## config.mk

```make
export PLATFORM = sky130hd
export DESIGN_NAME = tpc_pin_ctrl
export DESIGN_NICKNAME = d
export VERILOG_FILES = /design/src/rtl/tpc_pkg.sv /design/src/rtl/tpc_cfg_track.sv /design/src/rtl/tpc_pwm_phase.sv /design/src/rtl/tpc_level_sel.sv /design/src/rtl/tpc_pin_ctrl.sv
export SDC_FILE = /design/constraint.sdc
export NUM_CORES = 1
export LEC_CHECK = 0
export BUFFER_PORTS_ARGS = -buffer_cell sky130_fd_sc_hd__buf_4
export CORE_AREA = 2 2 39 41
export CTS_BUF_LIST = sky130_fd_sc_hd__clkbuf_16
export DETAILED_ROUTE_END_ITERATION = 8
export DIE_AREA = 0 0 41 43
export PLACE_DENSITY = 0.53
export SETUP_SLACK_MARGIN = 0.3
export SKIP_CTS_REPAIR_TIMING = 1
export SLEW_MARGIN = 30
export SYNTH_ARGS = -nofsm -noshare
export SYNTH_HDL_FRONTEND = slang
export SYNTH_SLANG_ARGS = --single-unit
```

## constraint.sdc

```tcl
create_clock -name clk_i -period 1.1 [get_ports clk_i]
set_input_delay 0.055 -clock clk_i [delete_from_list [all_inputs] [get_ports clk_i]]
set_output_delay 0.055 -clock clk_i [all_outputs]
set_load 0.01 [all_outputs]
```

## src/rtl/tpc_pkg.sv

```systemverilog
package tpc_pkg;
   localparam int MODE_W = 2;
   localparam int ACT_W  = 2;

   typedef enum logic [MODE_W-1:0] {
      PM_COUNT   = 2'b00,
      PM_COMPARE = 2'b01,
      PM_PWM     = 2'b10,
      PM_PULSE   = 2'b11
   } pin_mode_e;

   typedef enum logic [ACT_W-1:0] {
      ACT_KEEP = 2'b00,
      ACT_LOW  = 2'b01,
      ACT_HIGH = 2'b10,
      ACT_FLIP = 2'b11
   } pin_act_e;
endpackage

```

## src/rtl/tpc_cfg_track.sv

```systemverilog
// Tracks the enable bit and arms the compare action while idle.
module tpc_cfg_track
   import tpc_pkg::*;
(
   input  logic             clk_i,
   input  logic             rst_ni,
   input  logic             run_i,
   input  logic [ACT_W-1:0] act_i,
   output pin_act_e         act_q_o,
   output logic             run_rise_o
);
   logic     run_q;
   pin_act_e act_q;

   always_ff @(posedge clk_i or negedge rst_ni) begin
      if (!rst_ni) begin
         run_q <= 1'b0;
         act_q <= ACT_KEEP;
      end else begin
         run_q <= run_i;
         if (!run_i) begin
            act_q <= pin_act_e'(act_i);
         end
      end
   end

   assign run_rise_o = run_i & ~run_q;
   assign act_q_o    = act_q;
endmodule

```

## src/rtl/tpc_pwm_phase.sv

```systemverilog
// Active-phase tracker for pulse-width mode.
module tpc_pwm_phase #(
   parameter bit DUTY_WINS = 1'b1
) (
   input  logic clk_i,
   input  logic rst_ni,
   input  logic live_i,
   input  logic duty_hit_i,
   input  logic period_hit_i,
   output logic on_nxt_o
);
   logic on_q;
   logic on_step;

   generate
      if (DUTY_WINS) begin : g_duty_first
         always_comb begin
            if (duty_hit_i)        on_step = 1'b0;
            else if (period_hit_i) on_step = 1'b1;
            else                   on_step = on_q;
         end
      end else begin : g_period_first
         always_comb begin
            if (period_hit_i)      on_step = 1'b1;
            else if (duty_hit_i)   on_step = 1'b0;
            else                   on_step = on_q;
         end
      end
   endgenerate

   assign on_nxt_o = live_i & on_step;

   always_ff @(posedge clk_i or negedge rst_ni) begin
      if (!rst_ni) on_q <= 1'b0;
      else         on_q <= on_nxt_o;
   end
endmodule

```

## src/rtl/tpc_level_sel.sv

```systemverilog
// Next pin level for each mode.
module tpc_level_sel
   import tpc_pkg::*;
#(
   parameter bit IDLE_LEVEL = 1'b0
) (
   input  pin_mode_e mode_i,
   input  logic      lvl_cfg_i,
   input  logic      run_i,
   input  logic      run_rise_i,
   input  logic      cmpa_hit_i,
   input  pin_act_e  act_q_i,
   input  logic      pin_q_i,
   input  logic      pwm_on_i,
   output logic      pin_d_o
);
   logic cmp_lvl;

   always_comb begin
      unique case (act_q_i)
         ACT_LOW:  cmp_lvl = 1'b0;
         ACT_HIGH: cmp_lvl = 1'b1;
         ACT_FLIP: cmp_lvl = ~pin_q_i;
         default:  cmp_lvl = pin_q_i;
      endcase
   end

   always_comb begin
      pin_d_o = pin_q_i;
      unique case (mode_i)
         PM_COUNT: pin_d_o = IDLE_LEVEL;
         PM_COMPARE: begin
            if (run_rise_i)                pin_d_o = lvl_cfg_i;
            else if (run_i && cmpa_hit_i)  pin_d_o = cmp_lvl;
         end
         PM_PWM: pin_d_o = pwm_on_i ? lvl_cfg_i : ~lvl_cfg_i;
         default: begin
            if (!run_i)                    pin_d_o = ~lvl_cfg_i;
            else if (run_rise_i)           pin_d_o = lvl_cfg_i;
            else if (cmpa_hit_i)           pin_d_o = ~lvl_cfg_i;
         end
      endcase
   end
endmodule

```

## src/rtl/tpc_pin_ctrl.sv

```systemverilog
module tpc_pin_ctrl
   import tpc_pkg::*;
#(
   parameter bit IDLE_LEVEL = 1'b0,
   parameter bit DUTY_WINS  = 1'b1,
   parameter int MODE_BITS  = 2,
   parameter int ACT_BITS   = 2
) (
   input  logic                 clk_i,
   input  logic                 rst_ni,
   input  logic [MODE_BITS-1:0] mode_i,
   input  logic [ACT_BITS-1:0]  act_i,
   input  logic                 lvl_cfg_i,
   input  logic                 run_i,
   input  logic                 cmpa_hit_i,
   input  logic                 duty_hit_i,
   input  logic                 period_hit_i,
   output logic                 pin_o
);
   generate
      if (MODE_BITS != MODE_W) begin : g_bad_mode
         $error("tpc_pin_ctrl: MODE_BITS must equal package MODE_W");
      end
      if (ACT_BITS != ACT_W) begin : g_bad_act
         $error("tpc_pin_ctrl: ACT_BITS must equal package ACT_W");
      end
   endgenerate

   pin_mode_e mode;
   pin_act_e  act_q;
   logic      run_rise;
   logic      pwm_on;
   logic      pin_d;
   logic      pin_q;

   assign mode = pin_mode_e'(mode_i);

   tpc_cfg_track u_cfg (
      .clk_i      (clk_i),
      .rst_ni     (rst_ni),
      .run_i      (run_i),
      .act_i      (act_i),
      .act_q_o    (act_q),
      .run_rise_o (run_rise)
   );

   tpc_pwm_phase #(.DUTY_WINS(DUTY_WINS)) u_pwm (
      .clk_i        (clk_i),
      .rst_ni       (rst_ni),
      .live_i       (run_i && (mode == PM_PWM)),
      .duty_hit_i   (duty_hit_i),
      .period_hit_i (period_hit_i),
      .on_nxt_o     (pwm_on)
   );

   tpc_level_sel #(.IDLE_LEVEL(IDLE_LEVEL)) u_sel (
      .mode_i     (mode),
      .lvl_cfg_i  (lvl_cfg_i),
      .run_i      (run_i),
      .run_rise_i (run_rise),
      .cmpa_hit_i (cmpa_hit_i),
      .act_q_i    (act_q),
      .pin_q_i    (pin_q),
      .pwm_on_i   (pwm_on),
      .pin_d_o    (pin_d)
   );

   always_ff @(posedge clk_i or negedge rst_ni) begin
      if (!rst_ni) pin_q <= 1'b0;
      else         pin_q <= pin_d;
   end

   assign pin_o = pin_q;
endmodule

```

==> results of run 1 <==
state kept, by name, indices dropped and copies added, names as in the netlist:
name and flops:
pin_o 1, u_cfg.act_q_o 2, u_cfg.run_q 1, u_pwm.on_q 1
worst max-delay path by stage:
stage	startpoint	end	slack, ps	depth (start not counted)
after global placement	u_cfg.act_q_o[1]	pin_o	-200	4
after detailed placement	u_cfg.act_q_o[1]	pin_o	-210	4
final	u_cfg.act_q_o[1]	pin_o	-210	4
after floorplan	u_cfg.act_q_o[1]	pin_o	-110	4
after CTS	u_cfg.act_q_o[1]	pin_o	-220	4
after global routing	u_cfg.act_q_o[1]	pin_o	-260	4
final cells by class:
class                   count  area, um2
fillers                   141        915
flip-flops and latches      5        125
inverters                   3       11.3
clock buffers               3       75.1
repair buffers             13        108
multi-input cells          17        126
clock inverters             1       3.75
well taps                  16       20.0
logic make-up (layout without fill, tap and decap cells):
group,after synthesis,count (layout),share of synthesized area (%)
AOI/OAI and AO/OA,6,6,18.6
buffers and inverters,3,20,4.29
DFF,5,5,47.6
muxes,3,3,12.9
and+or+nand+nor,8,8,16.7
routing by layer:
metal	track usage (%)	part of all wire [%]
met5	0	0
met4	10.0	1.4
met1	8.88	40
met2	11.3	50
met3	3.14	8.0
cells in the final DEF, fill, tap and decap left out, types with 2 or more instances in the layout:
cell type   n
buf_4      10
dfrtp_1     5
inv_1       3
nor2_1      2
buf_6       2
nor4_1      2
mux2_2      3
clkbuf_16   3
through the flow:
stage | utilization [%] | power (mW) | cell area, um2 | instances | setup slack, ps
final | 33.9 | 0.903 | 469 | 58 | -205
after global routing | 33.9 | 0.938 | 469 | 58 | -263
after CTS | 32.6 | 0.907 | 452 | 57 | -215
after detailed placement | 26.9 | 0.315 | 373 | 53 | -211
after global placement | 26.9 | 0.313 | 373 | 53 | -200
after floorplan | - | 0.252 | 263 | 25 | -115
worst max-delay path: stages, from the launching register on:
cell,delay [ps]
dfrtp_1,380
nor2b_1,130
a222oi_1,280
o32ai_1,120
mux2_2,270
power groups by stage:
stage	clock network (mW)	registers (mW)	logic (mW)
final	0.581	0.211	0.110
after detailed placement	0	0.213	0.102
after global placement	0	0.212	0.101
after global routing	0.603	0.214	0.121
after CTS	0.594	0.210	0.102
after floorplan	0	0.213	0.0388
==> flow_metrics.py, run 1 <==
metrics = {
    "sta": {
        "setup_tns_ps": -205,
        "finalCriticalPeriod_ps": 1310,
        "hold_violations": 0,
        "max-slew-margin-rel_pct": 81.0,
        "timing.final.crit_share_pct": 119,
        "setup_viol": 1,
        "worst_pin_slew_ps": 285,
        "timing.fmax_ghz": 0.766,
        "clock_skew_ps": 0.680,
        "rsz0062_at_grt": "yes",
        "layout_setup_ws_ps": -205,
        "slew_violations": 0,
        "whs_ps": 1.16,
    },
    "status": {
        "status": "finished, violations left",
        "violations": "negative setup slack",
    },
    "route": {
        "drc_errors": 0,
        "routed_via_density": 4.36,
        "first_iter_violations": 3,
        "routedWlPerCell_um": 9.71,
        "route.vias.total": 253,
        "ant_nets": 0,
        "wirelength_um": 563,
        "dr.pass1.iters": 4,
    },
    "die": {
        "die_w_um": 41,
        "die_area_um2": 1760,
        "rows": 14,
        "start_util_pct": 19.0,
        "io_pins": 12,
        "core_um2": 1380,
        "die_h_um": 43,
    },
    "worst_setup_path": {
        "worstReg2RegStart": "u_cfg.act_q_o[1]",
        "r2r_cells": 4,
        "cp.required_ps": 1210,
        "critPathLaunchType": "flip-flop",
        "end_kind": "flip-flop",
        "crit_path_max_fanout": 3,
        "r2r_slack_ps": -210,
        "worstPathArrival_ps": 1410,
        "r2r_end": "pin_o",
        "worstSetupPathType": "reg2reg",
    },
    "logic_synthesis": {
        "avgSynthCellArea_um2": 10.5,
        "synth_area_leaders": "dfrtp_1 (48%), mux2_2 (13%), nor4_1 (4.8%)",
        "synth_cell_type_count": 16,
        "synthTopCellsByCount": "dfrtp_1 (5), mux2_2 (3), inv_1 (2), nor2_1 (2), nor4_1 (2)",
        "yosys_warnings": 0,
        "yosysMostFrequentCell": "dfrtp_1",
        "ys_ff_latch": 5,
        "synth_top_area_cell": "dfrtp_1",
        "syn_inst": 25,
        "netlist_area_um2": 263,
        "ys_seq_area_share_pct": 47.6,
        "synth_nets": 36,
        "synth_top_area_share_pct": 47.6,
        "synth_edf_count": 0,
        "ys_async_sr_fraction_pct": 100,
        "synth_ff_type": "dfrtp_1",
    },
    "grt": {
        "gr-usage-all-layers_pct": 8.49,
        "grt_pass1_vias": 266,
        "antenna_found_initial": 0,
        "grt_overflow": 0,
        "grt_pass1_wl_um": 924,
        "grt_start_max_net_pins": 8,
    },
    "worst_hold_path": {
        "hp-start": "run_i",
        "hp-class": "in2reg",
        "hold_path_end": "u_cfg.run_q",
        "holdPathStages": 1,
    },
    "power": {
        "p_sw_share_pct": 17.9,
        "irDropWorstVdd_v": 0.000876,
        "p_int_uw": 741,
        "power_frac_seq_pct": 23.4,
        "p_switching_uw": 162,
        "power.share.combinational_pct": 12.2,
        "cellPowerDensity_nw_per_um2": 1920,
        "p_leak_nw": 0.218,
        "pwr-share-clk_pct": 64.4,
    },
    "layout": {
        "final_nets": 54,
        "area_growth_pct": 78.6,
        "drive_gt1_share_pct": 45.2,
        "antennaDiodeCount": 0,
    },
    "clocking": {
        "clock_path_buffers": 2,
        "clock-sinks": 5,
        "htreeDepth": 1,
        "clk_pin_slew_ps": 30,
        "cts_tree": "yes",
        "cts_inserted_buffers": 3,
        "cts-root-buf": "clkbuf_16",
        "worstSkewPairLatency_ps": 220,
    },
    "place": {
        "io_buffers": 11,
        "place.gp.congestion": 0.641,
        "dp_hpwl_um": 452,
    },
    "run": {
        "max_cap_violations": 0,
    },
}
(Power assumes the default switching activity.)
==> run 2, diff against run 1 <==
--- a/config.mk
+++ b/config.mk
@@ -10,10 +10,11 @@
 export CTS_BUF_LIST = sky130_fd_sc_hd__clkbuf_16
 export DETAILED_ROUTE_END_ITERATION = 8
 export DIE_AREA = 0 0 41 43
+export HOLD_SLACK_MARGIN = 0.03
 export PLACE_DENSITY = 0.53
 export SETUP_SLACK_MARGIN = 0.3
 export SKIP_CTS_REPAIR_TIMING = 1
-export SLEW_MARGIN = 30
+export SLEW_MARGIN = 10
 export SYNTH_ARGS = -nofsm -noshare
 export SYNTH_HDL_FRONTEND = slang
 export SYNTH_SLANG_ARGS = --single-unit
==> run 2 against run 1 <==
  * Critical path type unchanged
  * The flow still finishes with violations (negative setup slack)
  * Global-route usage unchanged
  * Largest power group unchanged
  * Die area unchanged
  * Core utilization rose by 0.72 points
  * First-iteration DRC count up 33%
  * Final cell count rose by 1.7%
  * Non-clock buffer count is 1 higher
  * Highest routed layer unchanged
  * Combinational power grew 4%
  * Sequential cell count unchanged
  * Clock power is essentially flat
  * Largest cell class unchanged
==> flow_metrics.py, run 2 (synthesized netlist as in run 1, its figures left out) <==
metrics = {
    "status": {
        "status": "finished, violations left",
        "violations": "negative setup slack",
    },
    "clocking": {
        "htreeDepth": 1,
        "cts_tree": "yes",
        "cts-root-buf": "clkbuf_16",
        "clock-sinks": 5,
        "clk_pin_slew_ps": 30,
        "worstSkewPairLatency_ps": 220,
        "cts_inserted_buffers": 3,
        "clock_path_buffers": 2,
    },
    "route": {
        "routed_via_density": 4.37,
        "wirelength_um": 593,
        "first_iter_violations": 4,
        "ant_nets": 0,
        "dr.pass1.iters": 4,
        "route.vias.total": 258,
        "drc_errors": 0,
        "routedWlPerCell_um": 10.1,
    },
    "worst_setup_path": {
        "critPathLaunch": "u_cfg.act_q_o[1]",
        "critPathBufInv": 0,
        "critPathLaunchType": "flip-flop",
        "cp_cell_sequence": "nor2b_1 > a222oi_1 > o32ai_1 > mux2_2",
        "end_kind": "flip-flop",
        "crit_slowest_cell": "dfrtp_1",
        "worstReg2RegStart": "u_cfg.act_q_o[1]",
        "r2r_cells": 4,
        "crit_end": "pin_o",
        "cpPeakStageDelay_ps": 380,
        "worstPathArrival_ps": 1420,
        "worstSetupPathType": "reg2reg",
        "cp.required_ps": 1200,
        "r2r_slack_ps": -210,
        "path_depth": 4,
        "crit_path_max_fanout": 3,
        "crit_family": "compound AO/OA/AOI/OAI gates",
        "r2r_end": "pin_o",
    },
    "grt": {
        "grt_pass1_wl_um": 924,
        "gr-usage-all-layers_pct": 8.49,
        "grt_overflow": 0,
        "antenna_found_initial": 0,
        "grt_util_met3_pct": 3.14,
        "grt.met2_usage_pct": 11.3,
        "gr-usage-met1_pct": 8.88,
        "grt_pass1_vias": 266,
        "grt_start_max_net_pins": 8,
        "busiest_layer": "met2",
    },
    "worst_hold_path": {
        "holdPathStages": 2,
        "hp-class": "in2reg",
    },
    "place": {
        "place.gp.congestion": 0.641,
        "pre_cts_slack_ps": -211,
        "dp.cells": 53,
        "dp_hpwl_um": 452,
        "io_buffers": 11,
        "placed_area_um2": 373,
    },
    "die": {
        "start_util_pct": 19.0,
        "core_um2": 1380,
        "io_pins": 12,
        "rows": 14,
        "die_w_um": 41,
        "die_h_um": 43,
        "die_area_um2": 1760,
    },
    "sta": {
        "timing.final.crit_share_pct": 119,
        "rsz0062_at_grt": "yes",
        "finalCriticalPeriod_ps": 1310,
        "clock_skew_ps": 0.661,
        "timing.fmax_ghz": 0.761,
        "setup_tns_ps": -213,
        "setup_viol": 1,
        "layout_setup_ws_ps": -213,
        "whs_ps": 13.4,
        "slew_violations": 0,
        "worst_pin_slew_ps": 286,
        "max-slew-margin-rel_pct": 81.0,
        "hold_violations": 0,
    },
    "power": {
        "p_leak_nw": 0.222,
        "irDropWorstVdd_v": 0.000857,
        "power.total_uw": 906,
        "cellPowerDensity_nw_per_um2": 1890,
    },
    "layout": {
        "final_nets": 55,
        "final_util_pct": 34.6,
        "final_common_cell": "buf_4",
        "area_growth_pct": 82.4,
        "largest_reg_flops": 2,
        "fin_area_um2": 479,
        "stdcell_count": 59,
        "mostFrequentLayoutCells": "buf_4 (10), dfrtp_1 (5), mux2_2 (3), inv_1 (3), clkbuf_16 (3)",
        "drive_gt1_share_pct": 44.2,
        "antennaDiodeCount": 0,
    },
    "run": {
        "max_cap_violations": 0,
    },
}
[run 2: cell types whose count changed in the layout (fill, tap and decap cells not counted)]
cell	delta
dlygate4sd3_1	+1
[run 2: area by class of cell]
| class | instances | area [um2] |
|---|---|---|
| fillers | 140 | 905 |
| multi-input cells | 17 | 126 |
| well taps | 16 | 20.0 |
| clock inverters | 1 | 3.75 |
| clock buffers | 3 | 75.1 |
| flip-flops and latches | 5 | 125 |
| inverters | 3 | 11.3 |
| repair buffers | 14 | 118 |
[run 2: worst min-delay path by stage]
| stage | from | endpoint |
|---|---|---|
| after floorplan | rst_ni | pin_o |
| after global placement | rst_ni | u_cfg.act_q_o[0] |
| after detailed placement | rst_ni | u_cfg.act_q_o[1] |
| after CTS | rst_ni | pin_o |
| after global routing | duty_hit_i | u_pwm.on_q |
| final | duty_hit_i | u_pwm.on_q |
[run 2: layer usage]
layer | vias up | routed length, um
met3 | 2 | 45
met2 | 7 | 294
met1 | 119 | 244
li1 | 130 | -
met5 | - | 0
met4 | 0 | 8
[run 2: power breakdown]
| part | switching (mW) | leakage, nW | internal, mW |
|---|---|---|---|
| Sequential | 0.0110 | 0.0613 | 0.200 |
| Combinational | 0.0409 | 0.118 | 0.0727 |
| Clock | 0.111 | 0.0423 | 0.470 |
==> run 3, diff against run 2 <==
--- a/config.mk
+++ b/config.mk
@@ -13,7 +13,6 @@
 export HOLD_SLACK_MARGIN = 0.03
 export PLACE_DENSITY = 0.53
 export SETUP_SLACK_MARGIN = 0.3
-export SKIP_CTS_REPAIR_TIMING = 1
 export SLEW_MARGIN = 10
 export SYNTH_ARGS = -nofsm -noshare
 export SYNTH_HDL_FRONTEND = slang
==> run 3 against run 2 <==
  * The flow still finishes with violations (negative setup slack)
  * Non-clock buffer count unchanged
  * Critical path depth stayed put
  * Worst setup slack improved by 8.0 ps
  * Sequential power about the same
  * Maximum frequency rose by 0.61%
  * Routed wire length fell by 1.9%
  * Count of clock-buffer cells in the layout unchanged
  * Clock skew hardly changed
  * Combinational power about the same
  * Sequential share of layout area is the same
  * First-iteration DRC count did not move
  * Critical endpoint unchanged
  * Largest cell class unchanged
==> flow_metrics.py, run 3 (synthesized netlist as in run 1, its figures left out) <==
metrics = {
    "status": {
        "status": "finished, violations left",
        "violations": "negative setup slack",
    },
    "grt": {
        "gr-usage-all-layers_pct": 8.90,
        "grt_pass1_vias": 287,
        "grt_overflow": 0,
        "grt_start_max_net_pins": 8,
        "antenna_found_initial": 0,
        "grt_pass1_wl_um": 979,
    },
    "place": {
        "dp.cells": 53,
        "dp_hpwl_um": 452,
        "pre_cts_slack_ps": -211,
        "place.gp.congestion": 0.641,
        "io_buffers": 11,
    },
    "worst_setup_path": {
        "end_kind": "flip-flop",
        "crit_path_max_fanout": 3,
        "crit_slowest_cell": "dfrtp_1",
        "worstReg2RegStart": "u_cfg.act_q_o[1]",
        "worstSetupPathType": "reg2reg",
        "cp.required_ps": 1210,
        "critPathLaunch": "u_cfg.act_q_o[1]",
        "cpPeakStageDelay_ps": 380,
        "critPathLaunchType": "flip-flop",
        "worstPathArrival_ps": 1410,
        "cp_cell_sequence": "nor2b_1 > a222oi_1 > o32ai_1 > mux2_2",
    },
    "power": {
        "p_leak_nw": 0.222,
        "cellPowerDensity_nw_per_um2": 1890,
        "irDropWorstVdd_v": 0.000874,
    },
    "layout": {
        "area_growth_pct": 82.4,
        "final_common_cell": "buf_4",
        "final_nets": 55,
        "largest_reg_flops": 2,
        "stdcell_count": 59,
        "drive_gt1_share_pct": 44.2,
        "n_fill_cell": 139,
        "regArea_um2": 125,
        "antennaDiodeCount": 0,
        "multi_input_area_um2": 126,
        "final_util_pct": 34.6,
        "mostFrequentLayoutCells": "buf_4 (10), dfrtp_1 (5), mux2_2 (3), inv_1 (3), clkbuf_16 (3)",
    },
    "clocking": {
        "clock_path_buffers": 2,
        "cts-root-buf": "clkbuf_16",
        "post_cts_buffers": 0,
        "cts_tree": "yes",
        "ctsHoldBuffers": 2,
        "clk_pin_slew_ps": 30,
        "clock-sinks": 5,
        "cts_inserted_buffers": 3,
        "worstSkewPairLatency_ps": 230,
        "htreeDepth": 1,
    },
    "sta": {
        "max-slew-margin-rel_pct": 81.0,
        "worst_pin_slew_ps": 285,
        "timing.fmax_ghz": 0.766,
        "rsz0062_at_grt": "yes",
        "clock_skew_ps": 0.565,
        "timing.final.crit_share_pct": 119,
        "setup_viol": 1,
        "slew_violations": 0,
        "layout_setup_ws_ps": -205,
        "finalCriticalPeriod_ps": 1310,
        "hold_violations": 0,
    },
    "route": {
        "first_iter_violations": 4,
        "dr.pass1.iters": 4,
        "wirelength_um": 582,
        "ant_nets": 0,
        "drc_errors": 0,
        "routed_via_density": 4.49,
        "routedWlPerCell_um": 9.86,
        "route.vias.total": 265,
    },
    "die": {
        "die_w_um": 41,
        "rows": 14,
        "die_h_um": 43,
        "io_pins": 12,
        "core_um2": 1380,
        "start_util_pct": 19.0,
        "die_area_um2": 1760,
    },
    "worst_hold_path": {
        "hp-start": "duty_hit_i",
        "hp-class": "in2reg",
    },
    "run": {
        "max_cap_violations": 0,
    },
}
## run 3: path summary, 6_finish.rpt
| kind | endpoint | slack (ps) | depth (start not counted) |
|---|---|---|---|
| worst max-delay path | pin_o | -210 | 4 |
| worst min-delay path | u_pwm.on_q | 10 | 2 |
| worst max register to register | pin_o | -210 | 4 |
| worst min register to register | u_cfg.act_q_o[1] | 530 | 1 |
| max in group asynchronous | u_pwm.on_q | 830 | 2 |
| min in group asynchronous | u_cfg.act_q_o[1] | 160 | 2 |
## run 3: where the power goes
part           total, mW  leakage [nW]  switching [mW]  internal [mW]
logic              0.113         0.118          0.0404         0.0726
registers          0.212        0.0613          0.0112          0.200
clock network      0.582        0.0423           0.112          0.470
total              0.907         0.222           0.164          0.743
## run 3: routing by layer
layer | up-vias | share of wire (%) | track usage, %
li1 | 130 | - | -
met1 | 122 | 38 | 9.54
met2 | 9 | 50 | 11.9
met3 | 4 | 8.4 | 3.14
met4 | 0 | 3.3 | 10.0
met5 | - | 0 | 0
## run 3: area by class of cell
type	instances	share of cell area [%]
repair buffers	14	24.5
multi-input cells	17	26.4
inverters	3	2.35
clock buffers	3	15.7
well taps	16	4.18
clock inverters	1	0.783
flip-flops and latches	5	26.1
## run 3: per-stage QoR
step	power (mW)	setup TNS, ps	cell area (um2)	hold slack (ps)
6_report	0.907	-205	479	11.4
5_1_grt	0.941	-263	479	23.2
4_1_cts	0.921	-215	479	13.2
3_5_place_dp	0.315	-211	373	-140
3_3_place_gp	0.313	-200	373	-141
2_1_floorplan	0.252	-115	263	-241
## run 3: what timing repair did
| item | CTS | global route |
|---|---|---|
| gates resized for setup | 2 | 0 |
| endpoints found under the hold margin | 7 | 1 |
| endpoints found under the setup margin | 2 | 2 |
## run 3: worst max-delay path: cells and delay by family (launching register included)
family / cells / cell delay (ps)
AO/OA/AOI/OAI: 2 / 400
AND/OR/NAND/NOR: 1 / 130
flip-flops: 1 / 380
multiplexers: 1 / 270
